<file path="src/rtl/burst_mon_pkg.sv">
package burst_mon_pkg;
  typedef enum logic [1:0] {
    TR_IDLE = 2'b00,
    TR_BUSY = 2'b01,
    TR_NSEQ = 2'b10,
    TR_SEQ  = 2'b11
  } trans_e;

  localparam logic [2:0] BURST_ONE = 3'b000;

  // one-hot view of an accepted beat; all zero when hready is low
  typedef struct packed {
    logic idle;
    logic busy;
    logic nseq_one;
    logic nseq_multi;
    logic seq;
  } beat_t;
endpackage

</file>
<file path="src/rtl/burst_beat_classify.sv">
module burst_beat_classify
  import burst_mon_pkg::*;
(
  input  logic [1:0] htrans_i,
  input  logic [2:0] hburst_i,
  input  logic       hready_i,
  output beat_t      beat_o
);
  trans_e tr;
  logic   single;

  always_comb begin
    tr     = trans_e'(htrans_i);
    single = (hburst_i == BURST_ONE);
    beat_o = '0;
    if (hready_i) begin
      unique case (tr)
        TR_IDLE: beat_o.idle       = 1'b1;
        TR_BUSY: beat_o.busy       = 1'b1;
        TR_NSEQ: begin
          beat_o.nseq_one   = single;
          beat_o.nseq_multi = !single;
        end
        TR_SEQ:  beat_o.seq        = 1'b1;
        default: beat_o            = '0;
      endcase
    end
  end
endmodule

</file>
<file path="src/rtl/burst_proto_track.sv">
module burst_proto_track
  import burst_mon_pkg::*;
(
  input  logic  clk_i,
  input  logic  rst_ni,
  input  beat_t beat_i,
  output logic  err_o,
  output logic  hint_o
);
  logic open_q, open_d;
  logic err_d, hint_d;

  always_comb begin
    open_d = open_q;
    hint_d = hint_o;
    err_d  = 1'b0;
    if (beat_i.nseq_multi) begin
      open_d = 1'b1;
      hint_d = 1'b1;
    end else if (beat_i.nseq_one || beat_i.idle) begin
      open_d = 1'b0;
      hint_d = 1'b0;
    end else if (beat_i.seq || beat_i.busy) begin
      err_d  = !open_q;
    end
  end

  always_ff @(posedge clk_i or negedge rst_ni) begin
    if (!rst_ni) begin
      open_q <= 1'b0;
      hint_o <= 1'b0;
      err_o  <= 1'b0;
    end else begin
      open_q <= open_d;
      hint_o <= hint_d;
      err_o  <= err_d;
    end
  end
endmodule

</file>
<file path="src/rtl/burst_run_detect.sv">
module burst_run_detect
  import burst_mon_pkg::*;
#(
  parameter int unsigned ADDR_W     = 32,
  parameter int unsigned RUN_THRESH = 4
) (
  input  logic              clk_i,
  input  logic              rst_ni,
  input  beat_t             beat_i,
  input  logic [ADDR_W-1:0] haddr_i,
  input  logic [2:0]        hsize_i,
  input  logic              hwrite_i,
  output logic              warn_o
);
  localparam int unsigned CNT_W = $clog2(RUN_THRESH + 1);
  localparam logic [CNT_W-1:0] CNT_MAX = CNT_W'(RUN_THRESH);
  localparam logic [CNT_W-1:0] CNT_PRE = CNT_W'(RUN_THRESH - 1);

  logic [ADDR_W-1:0] prev_addr_q;
  logic [2:0]        prev_size_q;
  logic              prev_wr_q;
  logic              have_prev_q;
  logic [CNT_W-1:0]  cnt_q, cnt_d;
  logic              have_prev_d, warn_d;
  logic [ADDR_W-1:0] step;
  logic              stepping;

  always_comb begin
    step     = {{(ADDR_W-1){1'b0}}, 1'b1} << hsize_i;
    stepping = have_prev_q && (hsize_i == prev_size_q) && (hwrite_i == prev_wr_q)
               && (haddr_i == prev_addr_q + step);
  end

  always_comb begin
    cnt_d       = cnt_q;
    have_prev_d = have_prev_q;
    warn_d      = 1'b0;
    if (beat_i.nseq_one) begin
      have_prev_d = 1'b1;
      if (stepping) begin
        warn_d = (cnt_q == CNT_PRE);
        if (cnt_q != CNT_MAX) cnt_d = cnt_q + 1'b1;
      end else begin
        cnt_d = CNT_W'(1);
      end
    end else if (beat_i.nseq_multi || beat_i.seq || beat_i.busy) begin
      cnt_d       = '0;
      have_prev_d = 1'b0;
    end
  end

  always_ff @(posedge clk_i or negedge rst_ni) begin
    if (!rst_ni) begin
      cnt_q       <= '0;
      have_prev_q <= 1'b0;
      prev_addr_q <= '0;
      prev_size_q <= '0;
      prev_wr_q   <= 1'b0;
      warn_o      <= 1'b0;
    end else begin
      cnt_q       <= cnt_d;
      have_prev_q <= have_prev_d;
      warn_o      <= warn_d;
      if (beat_i.nseq_one) begin
        prev_addr_q <= haddr_i;
        prev_size_q <= hsize_i;
        prev_wr_q   <= hwrite_i;
      end
    end
  end
endmodule

</file>
<file path="src/rtl/burst_usage_mon.sv">
module burst_usage_mon
  import burst_mon_pkg::*;
#(
  parameter int unsigned ADDR_W     = 32,
  parameter int unsigned RUN_THRESH = 4
) (
  input  logic              clk_i,
  input  logic              rst_ni,
  input  logic [1:0]        htrans_i,
  input  logic [2:0]        hburst_i,
  input  logic [ADDR_W-1:0] haddr_i,
  input  logic [2:0]        hsize_i,
  input  logic              hwrite_i,
  input  logic              hready_i,
  output logic              prefetch_hint_o,
  output logic              proto_err_o,
  output logic              seq_warn_o
);
  beat_t beat;

  burst_beat_classify u_cls (
    .htrans_i (htrans_i),
    .hburst_i (hburst_i),
    .hready_i (hready_i),
    .beat_o   (beat)
  );

  burst_proto_track u_proto (
    .clk_i  (clk_i),
    .rst_ni (rst_ni),
    .beat_i (beat),
    .err_o  (proto_err_o),
    .hint_o (prefetch_hint_o)
  );

  burst_run_detect #(
    .ADDR_W     (ADDR_W),
    .RUN_THRESH (RUN_THRESH)
  ) u_run (
    .clk_i    (clk_i),
    .rst_ni   (rst_ni),
    .beat_i   (beat),
    .haddr_i  (haddr_i),
    .hsize_i  (hsize_i),
    .hwrite_i (hwrite_i),
    .warn_o   (seq_warn_o)
  );
endmodule

</file>
<file path="config.mk">
export PLATFORM = sky130hd
export DESIGN_NAME = burst_usage_mon
export DESIGN_NICKNAME = d
export VERILOG_FILES = /design/src/rtl/burst_mon_pkg.sv /design/src/rtl/burst_beat_classify.sv /design/src/rtl/burst_proto_track.sv /design/src/rtl/burst_run_detect.sv /design/src/rtl/burst_usage_mon.sv
export SDC_FILE = /design/constraint.sdc
export NUM_CORES = 1
export LEC_CHECK = 0
export BUFFER_PORTS_ARGS = -buffer_cell sky130_fd_sc_hd__buf_2
export CAP_MARGIN = 20
export CELL_PAD_IN_SITES_DETAIL_PLACEMENT = 2
export CELL_PAD_IN_SITES_GLOBAL_PLACEMENT = 2
export CORE_UTILIZATION = 37
export DETAILED_ROUTE_END_ITERATION = 10
export GPL_TIMING_DRIVEN = 0
export MAX_ROUTING_LAYER = met4
export PLACE_DENSITY = 0.95
export SYNTH_ARGS = -nofsm -noshare
export SYNTH_HDL_FRONTEND = slang
export SYNTH_SLANG_ARGS = --single-unit
</file>
<file path="constraint.sdc">
create_clock -name clk_i -period 6.25 [get_ports clk_i]
set_input_delay 0.3125 -clock clk_i [delete_from_list [all_inputs] [get_ports clk_i]]
set_output_delay 0.3125 -clock clk_i [all_outputs]
set_load 0.02 [all_outputs]
</file>
==> reports/metrics.csv <==
stage,metric,value,unit
die,core_area,0.00830,mm^2
grt,grt_pass1_wl,20700,um
synthesis,synth_mux_area_share,0.933,%
timing,finalCriticalPeriod,3.70,ns
layout,nNetsFinal,507,
clock_network,cts_made_buffers,5,
clock_network,clk_pin_slew,0.09,ns
timing,min_period_over_period,59.1,%
synthesis,synth_compound_area_share,13.8,%
place,port_buffers,43,
synthesis,yosys.area.top_type,dfrtp_1,
timing,skew,0.00319,ns
layout,syn_to_final_growth,16.4,%
synthesis,yosysWarningCount,0,
synthesis,synth_cells,398,
synthesis,syn_area,0.00322,mm^2
synthesis,ys_seq_elements,43,
grt,grt_use_total,32.1,%
clock_network,cts_max_path_buffers,2,
setup_path,path_cells,ha_1 -> fa_1 -> xor3_1 -> nor4_2 -> o221ai_2 -> nor4_2 -> nand4_1 -> a2111oi_2 -> nand4_1 -> a2111o_1 -> o21ai_2,
timing,tns,0,ns
synthesis,synth_edf_count,0,
drt,drt-total-wl,13400,um
setup_path,crit_required,6.50,ns
die,rows,33,
timing,setup_viol,0,
grt,grt_pass1_vias,3785,
pwr,pwr_density_cell,257,mW/mm^2
die,start_util,38.8,%
synthesis,synthFlopType,dfrtp_1,
die,die_area,0.00907,mm^2
synthesis,post_synth.cell_area_avg,8.08,um^2
clock_network,insertion_delay,0.31,ns
synthesis,synth-seq-area-share,33.5,%
job,max_cap_violations,0,
layout,finalNonFillerCells,557,
grt,use_met3,3.75,%
clock_network,tritoncts,yes,
status,outcome,"complete, no violations",
die,die_h,95.2,um
setup_path,cp-start-kind,flop,
timing,worst-slew-pin-transition,0.690,ns
grt,grt_remaining_overflow,0,
synthesis,yosysUniqueCellTypes,58,
synthesis,synth_fa_ha_area_share,5.21,%
timing,hold_violations,0,
setup_path,slowest_delay,0.49,ns
worst_hold_path,hp-class,in -> reg,
drt,via_per_inst,6.09,
clock_network,cts_repair_resize_count,0,
drt,drt-initial-drc-count,169,
layout,layout-drive-gt1-share,16.2,%
synthesis,synth-simple-area-share,31.3,%
synthesis,synth_nets,454,
timing,max_freq,271,MHz
timing,timing.hold.ws,0.216,ns
clock_network,cts_setup_buffers,0,
pwr,vdd_drop_max,0.188,mV
setup_path,crit_path_top_delay_cell,a2111o_1,
layout,diodes,0,
grt,grt_busiest_layer,met2,
place,place.gp.congestion,0.894,
grt,antenna_found_initial,0,
synthesis,synth_xor_area_share,12.4,%
clock_network,htreeDepth,2,
setup_path,worstPathArrival,3.94,ns
timing,slew_viol_final,0,
synthesis,yosysTopAreaCellShare,33.5,%
timing,rsz0062_at_grt,no,
place,dp_hpwl,9050,um
grt,grt_max_degree,44,
grt,met2_usage,56.4,%
drt,drt_pre_antenna_iters,5,
setup_path,critPathKind,reg -> reg,
clock_network,cts-root-buf,clkbuf_8,
die,ios,47,
place,dpl.cell_count,547,
drt,via_count,3390,
timing,relSlewSlack,53.6,%
synthesis,ys_async_sr_fraction,100,%
setup_path,end_kind,flop,
layout,fin_area,0.00374,mm^2
setup_path,worstPathMaxFanout,4,
synthesis,yosys-top-cells-area,"dfrtp_1 (33%), nand2_1 (14%), xnor2_1 (7.9%)",
drt,ant_nets,0,
drt,drc_errors,0,
place,placedInstanceArea,0.00358,mm^2
die,die_w,95.2,um
drt,wl_per_cell,24.1,um
pwr,p_leak,1.74,nW
clock_network,cts_sinks,43,
grt,met1_usage,36.7,%
synthesis,synth_top_family_by_area,simple AND/OR/NAND/NOR gates,
-- sequential cells by signal (all words and copies together), names as in the netlist --
| name | count |
|---|---|
| u_proto.err_o | 1 |
| u_run.prev_size_q | 3 |
| u_run.prev_addr_q | 32 |
| u_run.warn_o | 1 |
| u_run.have_prev_q | 1 |
| u_run.prev_wr_q | 1 |
| u_run.cnt_q | 3 |
| u_proto.hint_o | 1 |
-- through the flow --
stage / worst slack (ns) / total power (W) / utilization (%)
after floorplan: 3.01 / 0.000560 / -
final: 2.55 / 0.000960 / 45.1
after CTS: 2.59 / 0.000957 / 44.7
after detailed placement: 2.43 / 0.000666 / 43.1
after global placement: 2.55 / 0.000636 / 42.9
after global routing: 2.44 / 0.000998 / 45.1
-- timing repair --
item,in CTS,in global routing
hold buffers,0,1
endpoints found under the setup margin,0,0
endpoints found under the hold margin,0,17
-- worst max-delay path: cells and delay by family (launching register included) --
| kind | cells | cell delay, ns |
|---|---|---|
| fa+ha+maj | 2 | 0.69 |
| xor+xnor | 1 | 0.44 |
| simple gates | 4 | 0.99 |
| compound gates | 4 | 1.11 |
| flops | 1 | 0.40 |
-- synth_stat cells, drive strengths merged, types with 2 or more instances --
master,number
a21oi,16
and3b,2
nand2b,3
xnor2,29
nand3,17
o31ai,2
or4,2
o211ai,3
clkbuf,7
o21ai,14
nor2b,5
o21a,3
a211oi,2
nor4,7
nor3,8
nand4,8
a2111o,2
nor3b,4
inv,9
or3,2
mux2i,3
and2,2
dfrtp,43
o2111ai,2
a31oi,4
ha,11
and3,7
xor2,14
buf,6
a2111oi,2
nand2,117
a21o,4
and4,3
nor2,21
-- worst paths after layout --
kind                                                   from                                end  slack (ns)  cells past startpoint
max reg2reg                u_run.prev_addr_q[0]$_DFFE_PN0P_         u_run.cnt_q[1]$_DFFE_PN0P_        2.55                     11
min                                             haddr_i[22]  u_run.prev_addr_q[22]$_DFFE_PN0P_        0.22                      3
max in group asynchronous                            rst_ni   u_run.prev_addr_q[5]$_DFFE_PN0P_        5.23                      3
max                        u_run.prev_addr_q[0]$_DFFE_PN0P_         u_run.cnt_q[1]$_DFFE_PN0P_        2.55                     11
min in group asynchronous                            rst_ni  u_run.prev_addr_q[20]$_DFFE_PN0P_        0.52                      2
min reg2reg                      u_proto.hint_o$_DFFE_PN0P_            u_proto.err_o$_DFF_PN0_        0.46                      1
-- where the power goes --
group          total (W)  internal (W)  switching, W
clock network   0.000273      0.000160      0.000113
logic           0.000304      0.000118      0.000187
registers       0.000383      0.000324     0.0000596
-- metal layers --
layer | share of wire [%] | vias up
met5 | 0 | -
met4 | 3.8 | 0
met3 | 4.9 | 47
met2 | 52 | 140
met1 | 39 | 1716
li1 | - | 1487
-- kinds of logic after synthesis --
family | count (synthesis)
AND/OR/NAND/NOR | 210
AO/OA/AOI/OAI | 63
XOR/XNOR | 44
flip-flops | 43
buffers and inverters | 22
adder cells (fa/ha/maj) | 13
multiplexers | 3
-- area by class of cell --
type	count	area (um^2)
Buffer	13	56.3
Clock buffer	5	68.8
Clock inverter	3	67.6
Fill cell	928	4560
Inverter	9	33.8
Multi-Input combinational cell	333	2060
Sequential cell	43	1080
Tap cell	105	131
Timing Repair Buffer	46	253
-- placed cells by master (no fill, tap or decap), drive strengths merged, types with 3 or more instances in the layout --
master	Yosys	layout
nand2	117	117
buf	6	51
dfrtp	43	43
xnor2	29	29
nor2	21	21
nand3	17	17
a21oi	16	16
xor2	14	14
o21ai	14	14
clkbuf	7	12
ha	11	11
inv	9	9
nand4	8	8
nor3	8	8
and3	7	7
nor4	7	7
nor2b	5	5
nor3b	4	4
a21o	4	4
a31oi	4	4
o21a	3	3
o211ai	3	3
and4	3	3
nand2b	3	3
mux2i	3	3
(Power assumes the default switching activity.)
